--- src/rtl/meas_seq_pkg.sv ---
// Package: shared constants, state type and channel-walk helpers for the
// conversion scheduler. Assumes channel 0 is always the lowest index.
package meas_seq_pkg;

    localparam int NUM_CH      = 3;
    localparam int CH_W        = 2;
    localparam int MODE_W      = 4;
    localparam int AVG_W       = 3;
    localparam int TCODE_W     = 3;
    localparam int AVG_MAX_LOG = 10;
    localparam int CFG_W       = MODE_W + AVG_W + NUM_CH * TCODE_W;

    typedef enum logic [2:0] {
        S_OFF,
        S_DELAY,
        S_START,
        S_WAIT,
        S_PUBLISH
    } seq_state_e;

    // Lowest enabled channel index (0 when none are enabled).
    function automatic logic [CH_W-1:0] first_chan(input logic [NUM_CH-1:0] en);
        logic [CH_W-1:0] r;
        r = '0;
        for (int i = NUM_CH - 1; i >= 0; i--) begin
            if (en[i]) r = CH_W'(i);
        end
        return r;
    endfunction

    // {found, index} of the next enabled channel above cur.
    function automatic logic [CH_W:0] next_chan(input logic [NUM_CH-1:0] en,
                                                input logic [CH_W-1:0]   cur);
        logic [CH_W:0] r;
        r = '0;
        for (int i = NUM_CH - 1; i >= 0; i--) begin
            if (en[i] && (i > int'(cur))) r = {1'b1, CH_W'(i)};
        end
        return r;
    endfunction

    // Averaging code to log2 of pass count: 1,4,16,64,128,256,512,1024.
    function automatic logic [3:0] avg_shift(input logic [AVG_W-1:0] code);
        case (code)
            3'd0:    return 4'd0;
            3'd1:    return 4'd2;
            3'd2:    return 4'd4;
            3'd3:    return 4'd6;
            3'd4:    return 4'd7;
            3'd5:    return 4'd8;
            3'd6:    return 4'd9;
            default: return 4'd10;
        endcase
    endfunction

endpackage

--- src/rtl/meas_delay_timer.sv ---
// Start-delay timer: loads a tick count and counts it down, one tick per
// TICK_DIV clocks. expired is high whenever the count is zero.
// Assumes load is a single-cycle strobe from the sequencer.
module meas_delay_timer #(
    parameter int DLY_W    = 8,
    parameter int TICK_DIV = 16
) (
    input  logic             clk,
    input  logic             rst_n,
    input  logic             load,
    input  logic [DLY_W-1:0] load_val,
    output logic             expired
);
    localparam int PRE_W = (TICK_DIV > 1) ? $clog2(TICK_DIV) : 1;

    logic [DLY_W-1:0] ticks_q;
    logic [PRE_W-1:0] pre_q;

    // Prescaler and tick down-counter.
    always_ff @(posedge clk) begin
        if (!rst_n) begin
            ticks_q <= '0;
            pre_q   <= '0;
        end else if (load) begin
            ticks_q <= load_val;
            pre_q   <= '0;
        end else if (ticks_q != '0) begin
            if (pre_q == PRE_W'(TICK_DIV - 1)) begin
                pre_q   <= '0;
                ticks_q <= ticks_q - 1'b1;
            end else begin
                pre_q <= pre_q + 1'b1;
            end
        end
    end

    // Expiry flag for the sequencer.
    always_comb expired = (ticks_q == '0);

endmodule

--- src/rtl/meas_chan_accum.sv ---
// Per-channel sum and result register. On a sample, the first pass loads
// the sum and later passes add to it. pub_raw copies the sample straight
// to the result; pub_avg publishes sum >>> shift (floor of the mean).
// Assumes pub_raw and pub_avg are never high together.
module meas_chan_accum #(
    parameter int DATA_W = 16,
    parameter int ACC_W  = 26
) (
    input  logic              clk,
    input  logic              rst_n,
    input  logic              smp_en,
    input  logic              smp_first,
    input  logic [DATA_W-1:0] smp_data,
    input  logic              pub_raw,
    input  logic              pub_avg,
    input  logic [3:0]        shift,
    output logic [DATA_W-1:0] result
);
    logic signed [ACC_W-1:0] acc_q;
    logic signed [ACC_W-1:0] smp_ext;
    logic signed [ACC_W-1:0] mean;

    // Sign-extend the sample and form the shifted mean.
    always_comb begin
        smp_ext = {{(ACC_W - DATA_W){smp_data[DATA_W-1]}}, smp_data};
        mean    = acc_q >>> shift;
    end

    // Running sum over passes.
    always_ff @(posedge clk) begin
        if (!rst_n)       acc_q <= '0;
        else if (smp_en)  acc_q <= smp_first ? smp_ext : acc_q + smp_ext;
    end

    // Published result register.
    always_ff @(posedge clk) begin
        if (!rst_n)       result <= '0;
        else if (pub_raw) result <= smp_data;
        else if (pub_avg) result <= mean[DATA_W-1:0];
    end

endmodule

--- src/rtl/meas_seq_ctrl.sv ---
// Conversion scheduler top: walks the enabled channels on a shared
// converter, repeats passes for averaging, publishes results, runs a
// start delay and keeps the ready flag. Assumes the converter restarts
// on every cnv_start and returns exactly one cnv_done per request.
module meas_seq_ctrl
    import meas_seq_pkg::*;
#(
    parameter int              DATA_W   = 16,
    parameter int              DLY_W    = 8,
    parameter int              TICK_DIV = 16,
    parameter logic [MODE_W-1:0] RST_MODE = 4'hF
) (
    input  logic              clk,
    input  logic              rst_n,
    input  logic              cfg_wr,
    input  logic [CFG_W-1:0]  cfg_wdata,
    input  logic              dly_wr,
    input  logic [DLY_W-1:0]  dly_wdata,
    input  logic              stat_rd,
    output logic              ready,
    output logic              cnv_start,
    output logic [CH_W-1:0]   cnv_chan,
    output logic [TCODE_W-1:0] cnv_time,
    input  logic              cnv_done,
    input  logic [DATA_W-1:0] cnv_data,
    output logic [DATA_W-1:0] res_shunt,
    output logic [DATA_W-1:0] res_bus,
    output logic [DATA_W-1:0] res_temp
);
    localparam int ACC_W   = DATA_W + AVG_MAX_LOG;
    localparam int PASS_W  = AVG_MAX_LOG;
    localparam int AVG_LSB = MODE_W;
    localparam int TC_LSB  = MODE_W + AVG_W;

    seq_state_e                  state;
    logic [NUM_CH-1:0]           en_q;
    logic                        cont_q;
    logic [AVG_W-1:0]            avg_q;
    logic [NUM_CH*TCODE_W-1:0]   tcode_q;
    logic [DLY_W-1:0]            dly_q;
    logic [CH_W-1:0]             cur_ch;
    logic [PASS_W-1:0]           pass_cnt;
    logic                        ready_q;

    logic [NUM_CH-1:0]           wr_en;
    logic [3:0]                  sh;
    logic [PASS_W:0]             n_full;
    logic                        pass_last;
    logic [CH_W:0]               nxt;
    logic                        dly_expired;
    logic                        pub_now;
    logic [DATA_W-1:0]           res_q [NUM_CH];

    // Decode of write data and pass bookkeeping.
    always_comb begin
        wr_en     = cfg_wdata[NUM_CH-1:0];
        sh        = avg_shift(avg_q);
        n_full    = (PASS_W + 1)'(1) << sh;
        pass_last = ({1'b0, pass_cnt} == (n_full - 1'b1));
        nxt       = next_chan(en_q, cur_ch);
        pub_now   = (state == S_PUBLISH) && !cfg_wr;
    end

    // Delay register; a write here never restarts anything.
    always_ff @(posedge clk) begin
        if (!rst_n)      dly_q <= '0;
        else if (dly_wr) dly_q <= dly_wdata;
    end

    meas_delay_timer #(
        .DLY_W    (DLY_W),
        .TICK_DIV (TICK_DIV)
    ) u_delay (
        .clk      (clk),
        .rst_n    (rst_n),
        .load     (cfg_wr),
        .load_val (dly_q),
        .expired  (dly_expired)
    );

    // Sequencer state machine and configuration capture.
    always_ff @(posedge clk) begin
        if (!rst_n) begin
            state    <= (RST_MODE[NUM_CH-1:0] != '0) ? S_DELAY : S_OFF;
            en_q     <= RST_MODE[NUM_CH-1:0];
            cont_q   <= RST_MODE[MODE_W-1];
            avg_q    <= '0;
            tcode_q  <= '0;
            cur_ch   <= first_chan(RST_MODE[NUM_CH-1:0]);
            pass_cnt <= '0;
        end else if (cfg_wr) begin
            en_q     <= wr_en;
            cont_q   <= cfg_wdata[MODE_W-1];
            avg_q    <= cfg_wdata[AVG_LSB +: AVG_W];
            tcode_q  <= cfg_wdata[TC_LSB +: NUM_CH*TCODE_W];
            cur_ch   <= first_chan(wr_en);
            pass_cnt <= '0;
            state    <= (wr_en != '0) ? S_DELAY : S_OFF;
        end else begin
            case (state)
                S_DELAY: if (dly_expired) state <= S_START;
                S_START: state <= S_WAIT;
                S_WAIT: begin
                    if (cnv_done) begin
                        if (nxt[CH_W]) begin
                            cur_ch <= nxt[CH_W-1:0];
                            state  <= S_START;
                        end else if (pass_last) begin
                            state <= S_PUBLISH;
                        end else begin
                            pass_cnt <= pass_cnt + 1'b1;
                            cur_ch   <= first_chan(en_q);
                            state    <= S_START;
                        end
                    end
                end
                S_PUBLISH: begin
                    pass_cnt <= '0;
                    cur_ch   <= first_chan(en_q);
                    state    <= cont_q ? S_START : S_OFF;
                end
                default: state <= S_OFF;
            endcase
        end
    end

    // Ready flag: completion sets, status read or enabling write clears.
    always_ff @(posedge clk) begin
        if (!rst_n)                                  ready_q <= 1'b0;
        else if (pub_now)                            ready_q <= 1'b1;
        else if (stat_rd || (cfg_wr && wr_en != '0)) ready_q <= 1'b0;
    end

    // Converter request outputs.
    always_comb begin
        cnv_start = (state == S_START);
        cnv_chan  = cur_ch;
        cnv_time  = tcode_q[int'(cur_ch) * TCODE_W +: TCODE_W];
        ready     = ready_q;
    end

    // One accumulator and result register per channel.
    for (genvar c = 0; c < NUM_CH; c++) begin : g_ch
        logic smp_en;
        always_comb smp_en = (state == S_WAIT) && cnv_done && !cfg_wr &&
                             (cur_ch == CH_W'(c));
        meas_chan_accum #(
            .DATA_W (DATA_W),
            .ACC_W  (ACC_W)
        ) u_acc (
            .clk       (clk),
            .rst_n     (rst_n),
            .smp_en    (smp_en),
            .smp_first (pass_cnt == '0),
            .smp_data  (cnv_data),
            .pub_raw   (smp_en && (sh == 4'd0)),
            .pub_avg   (pub_now && (sh != 4'd0) && en_q[c]),
            .shift     (sh),
            .result    (res_q[c])
        );
    end

    assign res_shunt = res_q[0];
    assign res_bus   = res_q[1];
    assign res_temp  = res_q[2];

endmodule

--- config.mk ---
export PLATFORM = sky130hd
export DESIGN_NAME = meas_seq_ctrl
export DESIGN_NICKNAME = d
export VERILOG_FILES = /design/src/rtl/meas_seq_pkg.sv /design/src/rtl/meas_delay_timer.sv /design/src/rtl/meas_chan_accum.sv /design/src/rtl/meas_seq_ctrl.sv
export SDC_FILE = /design/constraint.sdc
export NUM_CORES = 1
export LEC_CHECK = 0
export ABC_AREA = 0
export BUFFER_PORTS_ARGS = -buffer_cell sky130_fd_sc_hd__buf_4
export CORE_MARGIN = 3
export CORE_UTILIZATION = 55
export CTS_CLUSTER_SIZE = 24
export DETAILED_ROUTE_END_ITERATION = 7
export GPL_TIMING_DRIVEN = 0
export PLACE_DENSITY = 0.74
export SLEW_MARGIN = 10
export SYNTH_ARGS = -nofsm -noshare
export SYNTH_HDL_FRONTEND = slang
export SYNTH_HIERARCHICAL = 1
export SYNTH_SLANG_ARGS = --single-unit
--- constraint.sdc ---
create_clock -name clk -period 3.3 [get_ports clk]
set_input_delay 0.66 -clock clk [delete_from_list [all_inputs] [get_ports clk]]
set_output_delay 0.66 -clock clk [all_outputs]
set_load 0.01 [all_outputs]
# --- After elaboration in Yosys (flattened, before gate mapping) ---
# Cells that the tools add are included.
op_classes:
  n_addsub: 7
  n_mul: 1
  n_lt_le_gt_ge: 2
  n_eq_ne: 20
  shift: 5
  muxes: 41
  n_bitwise: 1
  reduce_logical: 39
ops:
  columns: ["operator", "count"]
  rows:
  - ["$mux W16", 6]
  - ["$add A26 B16 Y26", 3]
  - ["$mux W26", 3]
  - ["$sshr A26 B4 Y16", 3]
  - ["$mux W10", 3]
  - ["$pmux W4 S7", 1]
  - ["$mux W8", 3]
  - ["$mux W2", 11]
  - ["$mux W3", 7]
  - ["$pmux W10 S2", 1]
  - ["$logic_and A1 B1 Y1", 16]
  - ["$reduce_bool A2 Y1", 7]
  - ["$eq A3 B2 Y1 const B", 4]
  - ["$eq A3 B3 Y1 const B", 4]
  - ["$pmux W3 S4", 1]
  - ["$eq A10 B11 Y1", 1]
  - ["$shl A1 B4 Y11 const A", 1]
  - ["$sub A11 B1 Y11 const B", 1]
  - ["$add A10 B1 Y10 const B", 1]
  - ["$logic_not A10 Y1", 1]
  - ["$shiftx A9 B5 Y3", 1]
  - ["$logic_not A8 Y1", 1]
  - ["$reduce_bool A8 Y1", 1]
  - ["$sub A8 B1 Y8 const B", 1]
  - ["other kinds (26)", 34]
totals:
  register_bits: 178
  input_bits: 46
  elab_cells: 133

# --- Longest topological paths before layout ---
# Gate-level depths: netlist of run 1.
logic_depth:
  word_depth: 10
  depth_mapped: 13
  mapped_depth_nobuf: 10

# --- Modules after synthesis ---
# The synthesis of run 1 kept the hierarchy.
by_module_without_submodules:
  columns: ["mod", "n_inst", "cells_each", "area_each_um2", "seq_area_each_um2"]
  rows:
  - ["meas_chan_accum", 3, 486, 4046.4, 840.8]
  - ["meas_seq_ctrl", 1, 263, 2182.1, 800.8]
  - ["meas_delay_timer", 1, 81, 664.4, 240.2]

# --- Worst setup path after synthesis of run 1 ---
# Ideal clock, no wire load.
synth_path:
  path_type: "input to register"
  startpoint: "input port cnv_data[0]"
  endpoint: "register g_ch[0].u_acc.acc_q[24]"
  setup_ns: 0.133
  t_arrival_ns: 2.828
  slack_ns: 0.339
  stages: 10
  path_cell_list: "ha_1 > fa_1 > a21o_1 > a21oi_1 > o21ai_1 > a2111oi_2 > o31ai_1 > a31oi_1 > mux2i_1 > o211ai_1"
synth_between:
  elab_chain_len: 2
synth_rtl:
  columns: ["element", "line", "source"]
  rows:
  - ["start, declared", "meas_seq_ctrl.sv:25", "input logic [DATA_W-1:0] cnv_data,"]
  - ["$add A26 B16 Y26", "meas_chan_accum.sv:32", "else if (smp_en) acc_q <= smp_first ? smp_ext : acc_q + smp_ext;"]
  - ["$mux W26", "meas_chan_accum.sv:32", null]
  - ["end signal, assigned", "meas_chan_accum.sv:32", null]
  - ["end, declared", "meas_chan_accum.sv:19", "logic signed [ACC_W-1:0] acc_q;"]
# Every way passes these cells.
# A chain may end at the register's enable or synchronous reset.

# --- Final worst setup path of run 1 ---
layout_path:
  startpoint: "input port cfg_wr"
  endpoint: "register g_ch[0].u_acc.acc_q[9]"
layout_between:
  elab_chain_len: 3
layout_rtl:
  columns: ["element", "line", "source"]
  rows:
  - ["start, declared", "meas_seq_ctrl.sv:15", "input logic cfg_wr,"]
  - ["$logic_not A1 Y1", "meas_seq_ctrl.sv:145", "always_comb smp_en = (state == S_WAIT) && cnv_done && !cfg_wr &&"]
  - ["$logic_and A1 B1 Y1 (2 in a row)", "meas_seq_ctrl.sv:145", null]
  - ["via g_ch[0].smp_en", "meas_seq_ctrl.sv:144", "logic smp_en;"]
# The timed path passes the listed nets, and every way through them passes these cells.

==> impl_summary.txt, run 1 <==
----------------------------------------------------
[Finish]
  Antenna diodes ... 0
  Share of final-layout standard cells stronger than drive strength 1 ... ~15%
  Util after Layout ... between 60% and 70%
  Fill cell instance count of the final layout ... 2278
  Finished Layout Cells ... roughly 2300
  P&R area growth vs syn ... 12.8%
  Net count of the finished layout ... between 2000 and 2500

[Global route]
  Total routing resource utilization after global routing ... 30.2%
  Number of global-route vias before repair ... between 10000 and 15000
  Global-route wire length before repair ... slightly above 70 mm
  Initial antenna violation count ... 0
  Grt total ovfl ... 0
  Maximum number of pins on one net before global-route repair ... between 40 and 50

[Power]
  Net switching fraction of the power ... between 20 and 30%
  Relative contribution of the clock network to total power ... between 40% and 50%
  Net switching power figure ... approximately 1.5 mW
  Worst IR Drop VDD ... 0.320 mV
  Total power divided by cell area ... around 330 nW/um^2
  Sum of internal, switching and leakage power ... approximately 5.6 mW
  Relative contribution of sequential cells to total power ... around two fifths
  Combinational Power Share ... between 10% and 20%
  Cell internal power dissipation ... around 4.0 mW
  Leak Pwr ... ~6.7 nW

[Timing]
  Fmax ... 319 MHz
  Endpoints failing setup ... 0
  Worst setup margin ... 0.161 ns
  Setup repair after global routing missed its margin ... yes
  Slew at the pin closest to its max-slew limit ... approximately 0.77 ns
  Final worst path period need ... 3.14 ns
  Number of endpoints with negative hold slack in the final report ... 0
  Hold Slack ... roughly 0.44 ns
  Count of pins over their slew limit ... 0
  Skew final ... between 0.009 and 0.01 ns
  Remaining max-slew budget at the tightest pin ... 48.9%
  Ratio of final minimum period to clock period ... 95.1%

[Run]
  Number of max-cap violations ... 0

[Floorplan]
  Placeable core area ... around 26000 um^2
  Number of rows in the core area ... 59
  Die Wd ... roughly 170 um
  Initial standard-cell utilization of the core ... 56.7%
  Area of the die ... 29300 um^2
  Vertical die dimension ... roughly 170 um
  Ports ... 101

[Drt]
  Initial DRC Count ... approximately 1500
  DR vias ... 14553
  Final routed DRC violation total ... 7
  Drt wl/cell ... 19.7 um
  Detailed Route WL ... roughly 45 mm
  Count of TritonRoute iterations in the first routing pass ... 8
  Antenna viol nets, final ... 0
  Detail-routed via count per cell ... between 6 and 7

[Synth]
  Share of the synthesized area in the top cell type ... between 20% and 30%
  Summed instance area of the synthesized netlist ... around 15000 um^2
  Share of the yosys chip area belonging to registers ... between 20% and 30%
  Number of enable flip-flop cells after synthesis ... 0
  Number of synthesized register bits ... 178
  Number of instances in the synthesized netlist ... 1802
  Yosys warning count ... 6
  Asr flop ratio synth ... 0%
  Net Count, Synth ... ~1900
  Post-synthesis cell type count ... between 80 and 90
  Mean post-synth cell area ... 8.32 um^2
  Top area cells in the synthesized netlist ... sky130_fd_sc_hd__dfxtp_1 24%, sky130_fd_sc_hd__mux2i_1 12%, sky130_fd_sc_hd__mux4_2 7.7%
  Cell accounting for the most synthesized area ... sky130_fd_sc_hd__dfxtp_1
  Dominant synthesized flop cell ... sky130_fd_sc_hd__dfxtp_1

[Setup path]
  CP most frequent cell ... sky130_fd_sc_hd__clkbuf_1
  CP bufs+invs ... 4
  Slowest cell on the critical path ... sky130_fd_sc_hd__clkbuf_1
  Worst path max stage delay ... 0.57 ns
  Class of the most critical setup path ... primary input to register
  Max Fanout on Critical Path ... 10
  Crit path capture type ... register
  Data required, critical path ... 3.62 ns
  Kind of start point of the critical path ... primary input
  Data arrival at the endpoint of the critical path ... about 3.5 ns
  Dominant delay contributor by cell family on the critical path ... buffers and inverters
  Crit-path cells ... buf_4 -> clkbuf_1 -> or3_1 -> nor3_1 -> clkbuf_1 -> buf_1 -> o211ai_1 -> o21ai_0 -> nor2_1

[Place]
  Instance count after placement with tap cells included ... about 2200
  HPWL reported at the end of detailed placement ... 33.2 mm
  Number of input and output port buffers inserted ... just under 100
  RePlAce Congestion ... between 0.9 and 1
  Worst slack at placement ... -0.305 ns

[Clocking]
  Number of sinks driven by the clock tree ... 178
  Maximum level of the CTS H-tree ... 4
  Latest clock arrival within the worst-skew pair ... about 0.45 ns
  CTS buffer count ... 17
  Clock root cell ... sky130_fd_sc_hd__clkbuf_16
  Clock-pin slew of the registers on the worst-case setup and hold paths ... 0.07 ns
  Clock tree from TritonCTS ... yes
  Maximum buffer depth of the clock tree ... 2

[Min path]
  Kind of path behind the tightest hold check ... primary input to register

[Outcome]
  Run status ... complete, but fails checks
  Violated checks ... design-rule violations

----------------------------------------------------
power by group through the flow:
stage | Clock [mW] | Combinational [mW] | Sequential (mW)
finish | 2.48 | 0.882 | 2.22
global placement | 0 | 0.839 | 2.26
floorplan | 0 | 0.604 | 2.26
CTS | 2.50 | 0.865 | 2.22
global route | 2.58 | 0.959 | 2.22
detailed placement | 0 | 0.856 | 2.27
cells by family after synthesis:
kind of cell,Yosys count,share of synthesized area (%)
other,1,0.0250
muxes,237,20.2
adders and majority gates,83,7.08
AOI/OAI and AO/OA,549,23.7
buffers and inverters,154,4.33
and+or+nand+nor,539,17.3
DFF,178,23.8
xor gates and xnor gates,61,3.57
through the flow:
step | instance area, um^2 | TNS, ns
global route | 16900 | -0.0803
floorplan | 15000 | 0
detailed placement | 16100 | -6.13
finish | 16900 | 0
CTS | 16900 | 0
global placement | 16100 | -5.65
state kept, by name, summed over array words and instances, names as in the netlist:
signal	count
state	3
avg_q	3
en_q	3
u_delay/ticks_q	8
cont_q	1
cnv_chan	2
tcode_q	9
g_ch.u_acc/acc_q	78
ready	1
u_delay/pre_q	4
dly_q	8
pass_cnt	10
g_ch.u_acc/result	48
synthesized netlist by cell type, drive strengths merged, types with 10 or more instances:
| cell | instances |
|---|---|
| nor4 | 11 |
| o211ai | 21 |
| nand2 | 158 |
| nor2 | 177 |
| mux2i | 174 |
| nor3b | 16 |
| a211oi | 42 |
| dfxtp | 178 |
| mux2 | 12 |
| buf | 45 |
| or3 | 22 |
| nand3 | 21 |
| o31ai | 12 |
| xnor2 | 33 |
| inv | 49 |
| mux4 | 51 |
| o22ai | 15 |
| o21a | 13 |
| nor2b | 28 |
| or2 | 13 |
| o31a | 10 |
| a21oi | 192 |
| a31oi | 16 |
| o311ai | 13 |
| a21o | 27 |
| xor2 | 28 |
| nor3 | 14 |
| ha | 80 |
| nand2b | 19 |
| clkbuf | 60 |
| o21ai | 130 |
| nand4 | 18 |
| and2 | 18 |
worst register-to-register path, delay by kind of cell (launching register included):
family	cells	cell delay [ns]
AOI/OAI and AO/OA	5	1.12
buffers and inverters	4	1.09
DFF	1	0.33
muxes	1	0.15
and+or+nand+nor	3	0.32
cells in the final DEF, fill, tap and decap left out, drive strengths merged, types with 14 or more instances in the layout:
cell type    n
nor2       177
a21oi      192
or3         22
o211ai      21
nor2b       28
o21ai      130
nor3b       16
buf        140
nor3        14
a211oi      42
o22ai       15
a31oi       16
inv         53
xnor2       33
nand2      158
nand2b      19
mux2i      174
nand4       18
nand3       21
a21o        27
ha          80
and2        18
xor2        28
dfxtp      178
clkbuf      82
mux4        51
path summary, 6_finish.rpt:
| check | from | endpoint | slack (ns) | cells past startpoint |
|---|---|---|---|---|
| worst max-delay path | cfg_wr | g_ch[0].u_acc/acc_q[9]$_SDFFE_PN0P_ | 0.16 | 9 |
| worst max register to register | avg_q[1]$_SDFFE_PN0P_ | g_ch[0].u_acc/result[12]$_SDFFE_PN0P_ | 0.18 | 13 |
| worst min register to register | cont_q$_SDFFE_PN1P_ | cont_q$_SDFFE_PN1P_ | 0.49 | 2 |
| worst min-delay path | cnv_done | state[1]$_SDFFE_PN0P_ | 0.44 | 2 |
per-layer routing:
| metal | up-vias | GRT usage, % | routed length [um] |
|---|---|---|---|
| li1 | 6947 | - | - |
| met1 | 6903 | 42.7 | 20100 |
| met2 | 631 | 48.0 | 20100 |
| met3 | 72 | 4.37 | 3530 |
| met4 | 0 | 9.03 | 1040 |
| met5 | - | 0 | 0 |
area by class of cell:
cell class / count / area [um^2] / share of cell area [%]
sequential: 178 / 3560 / 21.1
inverter: 49 / 184 / 1.09
clock inverter: 15 / 277 / 1.64
buffer: 105 / 478 / 2.83
timing repair buffer: 100 / 751 / 4.44
clock buffer: 17 / 425 / 2.52
tap: 335 / 419 / 2.48
multi-input combinational: 1470 / 10800 / 63.9
repair_timing:
action | in CTS | in global routing
endpoints found under the setup margin | 22 | 25
resized for setup | 6 | 11
setup buffers | 0 | 1
hold buffers | 0 | 0
endpoints found under the hold margin | 0 | 0
pin swaps | 0 | 1
Note: power is estimated with default switching activity, not from simulation.
==> run 2: changes to the inputs <==
- CELL_PAD_IN_SITES_DETAIL_PLACEMENT: default -> 0
- CELL_PAD_IN_SITES_GLOBAL_PLACEMENT: default -> 2
- CORE_UTILIZATION: 55 -> 38
- PLACE_DENSITY: 0.74 -> default
- PLACE_DENSITY_LB_ADDON: default -> 0.1
==> run 2 against run 1 <==
  * The flow now finishes without violations
  * Critical path depth down 1
  * Maximum frequency down 0.91%
  * Total power down 6.3%
  * Global-route usage down 6.2 points
  * Sequential power about the same
  * Combinational power up 2.9%
  * Clock skew up 0.0017 ns
  * Clock power down 15%
  * First-iteration DRC count down 24%
  * Cell count up 8.1%
  * Critical path type is now register to register
  * Highest routed layer unchanged
==> impl_summary.txt, run 2 (synthesis gave the netlist of run 1 again) <==
----------------------------------------------------
[Setup path]
  Class of the most critical setup path ... register to register
  Slowest cell on the critical path ... sky130_fd_sc_hd__clkbuf_1
  Crit. Startpoint ... state[1]$_SDFFE_PN0P_
  Worst reg2reg startpoint ... state[1]$_SDFFE_PN0P_
  Data arrival at the endpoint of the critical path ... 3.49 ns
  Data required, critical path ... roughly 3.6 ns
  Crit-path cells ... nand2b_1 -> or3_1 -> nor2_1 -> clkbuf_1 -> buf_1 -> o211ai_1 -> o21ai_0 -> nor2_1
  Kind of start point of the critical path ... register
  Worst path max stage delay ... approximately 0.62 ns
  Max Fanout on Critical Path ... 10
  CP most frequent cell ... sky130_fd_sc_hd__nor2_1
  Crit path capture type ... register

[Finish]
  Summed area of non-filler cells in the final layout ... about 17000 um^2
  Most common cell after layout, fill and taps aside ... sky130_fd_sc_hd__a21oi_1
  Biggest register ... g_ch.u_acc/acc_q
  Flip-flop count of the largest register, all copies and words added ... slightly below 80
  P&R area growth vs syn ... 14.3%
  FF+latch area ... about 3600 um^2
  Net count of the finished layout ... 2051
  Combined area of the multi-input logic cells ... about 11000 um^2
  Registers with the highest flip-flop counts ... g_ch.u_acc/acc_q (78), g_ch.u_acc/result (48), pass_cnt (10)
  Finished Layout Cells ... between 2000 and 2500
  Fill cell instance count of the final layout ... between 3000 and 4000
  Most frequent cells in the layout ... 188 x sky130_fd_sc_hd__a21oi_1, 178 x sky130_fd_sc_hd__dfxtp_1, 176 x sky130_fd_sc_hd__nor2_1
  Share of final-layout standard cells stronger than drive strength 1 ... around 16%
  Antenna diodes ... 0

[Floorplan]
  Placeable core area ... approximately 39000 um^2
  Initial standard-cell utilization of the core ... 38.6%
  Ports ... ~100
  Area of the die ... 41900 um^2
  Die Wd ... 205 um
  Vertical die dimension ... roughly 200 um
  Number of rows in the core area ... 72

[Drt]
  Final routed DRC violation total ... 0
  Drt wl/cell ... approximately 21 um
  Detail-routed via count per cell ... 5.81
  DR vias ... approximately 14000
  Antenna viol nets, final ... 0
  Detailed Route WL ... between 50 and 60 mm
  Initial DRC Count ... approximately 1100
  Count of TritonRoute iterations in the first routing pass ... 5

[Place]
  Instance count after placement with tap cells included ... roughly 2400
  RePlAce Congestion ... ~0.87
  Number of input and output port buffers inserted ... 99
  Instance area at placement ... ~16000 um^2
  HPWL reported at the end of detailed placement ... about 38 mm

[Clocking]
  Clock tree from TritonCTS ... yes
  Clock-pin slew of the registers on the worst-case setup and hold paths ... ~0.070 ns
  Maximum level of the CTS H-tree ... 4
  Latest clock arrival within the worst-skew pair ... about 0.45 ns
  CTS buffer count ... 17
  Maximum buffer depth of the clock tree ... 2
  Clock root cell ... sky130_fd_sc_hd__clkbuf_16
  Number of sinks driven by the clock tree ... roughly 180

[Timing]
  Skew final ... roughly 0.011 ns
  Setup_tns ... 0 ns
  Hold Slack ... 0.429 ns
  Number of endpoints with negative hold slack in the final report ... 0
  Ratio of final minimum period to clock period ... just under 100%
  Fmax ... 316 MHz
  Final worst path period need ... 3.17 ns
  Endpoints failing setup ... 0
  Count of pins over their slew limit ... 0
  Slew at the pin closest to its max-slew limit ... between 0.7 and 0.8 ns
  Remaining max-slew budget at the tightest pin ... between 40% and 50%

[Global route]
  Grt total ovfl ... 0
  Global-route wire length before repair ... 78.9 mm
  Number of global-route vias before repair ... roughly 13000
  Initial antenna violation count ... 0
  Total routing resource utilization after global routing ... between 20% and 30%
  Maximum number of pins on one net before global-route repair ... 43

[Min path]
  Kind of path behind the tightest hold check ... primary input to register
  Origin of the worst min-delay path ... cfg_wdata[3]

[Run]
  Number of max-cap violations ... 0

[Power]
  Leak Pwr ... approximately 6.7 nW
  Sum of internal, switching and leakage power ... between 5 and 6 mW
  Worst IR Drop VDD ... approximately 0.33 mV
  Total power divided by cell area ... about 310 nW/um^2

[Outcome]
  Run status ... finished, final reports clean

----------------------------------------------------
==> run 2: final timing paths <==
check / slack, ns / depth (start not counted) / to
worst max register to register: 0.13 / 8 / g_ch[2].u_acc/acc_q[4]$_SDFFE_PN0P_
worst max-delay path: 0.13 / 8 / g_ch[2].u_acc/acc_q[4]$_SDFFE_PN0P_
worst min-delay path: 0.43 / 3 / cont_q$_SDFFE_PN1P_
worst min register to register: 0.47 / 2 / u_delay/pre_q[1]$_SDFFE_PP0N_
==> run 2: layout make-up <==
class	instances	area share [%]
Buffer	105	2.85
Clock buffer	17	2.48
Clock inverter	15	0.935
Inverter	49	1.07
Multi-Input combinational cell	1470	63.6
Sequential cell	178	20.8
Tap cell	518	3.79
Timing Repair Buffer	101	4.43
==> run 2: power breakdown <==
part | internal [mW] | switching (mW)
logic | 0.355 | 0.553
registers | 2.18 | 0.0362
clock network | 1.12 | 0.980
==> run 2: metal layers <==
layer / wire length (um) / track usage [%] / share of wire, %
met2: 22900 / 38.1 / 45
met4: 666 / 4.42 / 1.3
met5: 0 / 0 / 0
met3: 2670 / 4.07 / 5.3
met1: 24500 / 34.4 / 48
==> run 2: worst max-delay path: cells and delay by family (launching register included) <==
kind / cells / cell delay [ns]
AO/OA/AOI/OAI: 2 / 0.27
buffers and inverters: 2 / 1.08
flip-flops: 1 / 0.49
AND/OR/NAND/NOR: 4 / 1.20
==> run 2: through the flow <==
stage               setup slack [ns]  utilization (%)
finish                         0.132             44.1
global route                 -0.0193             44.1
CTS                          -0.0158             43.7
detailed placement            -0.495             42.2
global placement              -0.461             42.2
floorplan                      0.339                -
==> run 2: what timing repair did <==
action,4_1_cts,5_1_grt
endpoints found under the setup margin,49,60
buffers inserted,0,2
pin swaps,0,2
hold endpoints to repair,0,0
gates resized for setup,8,30
hold buffers,0,0
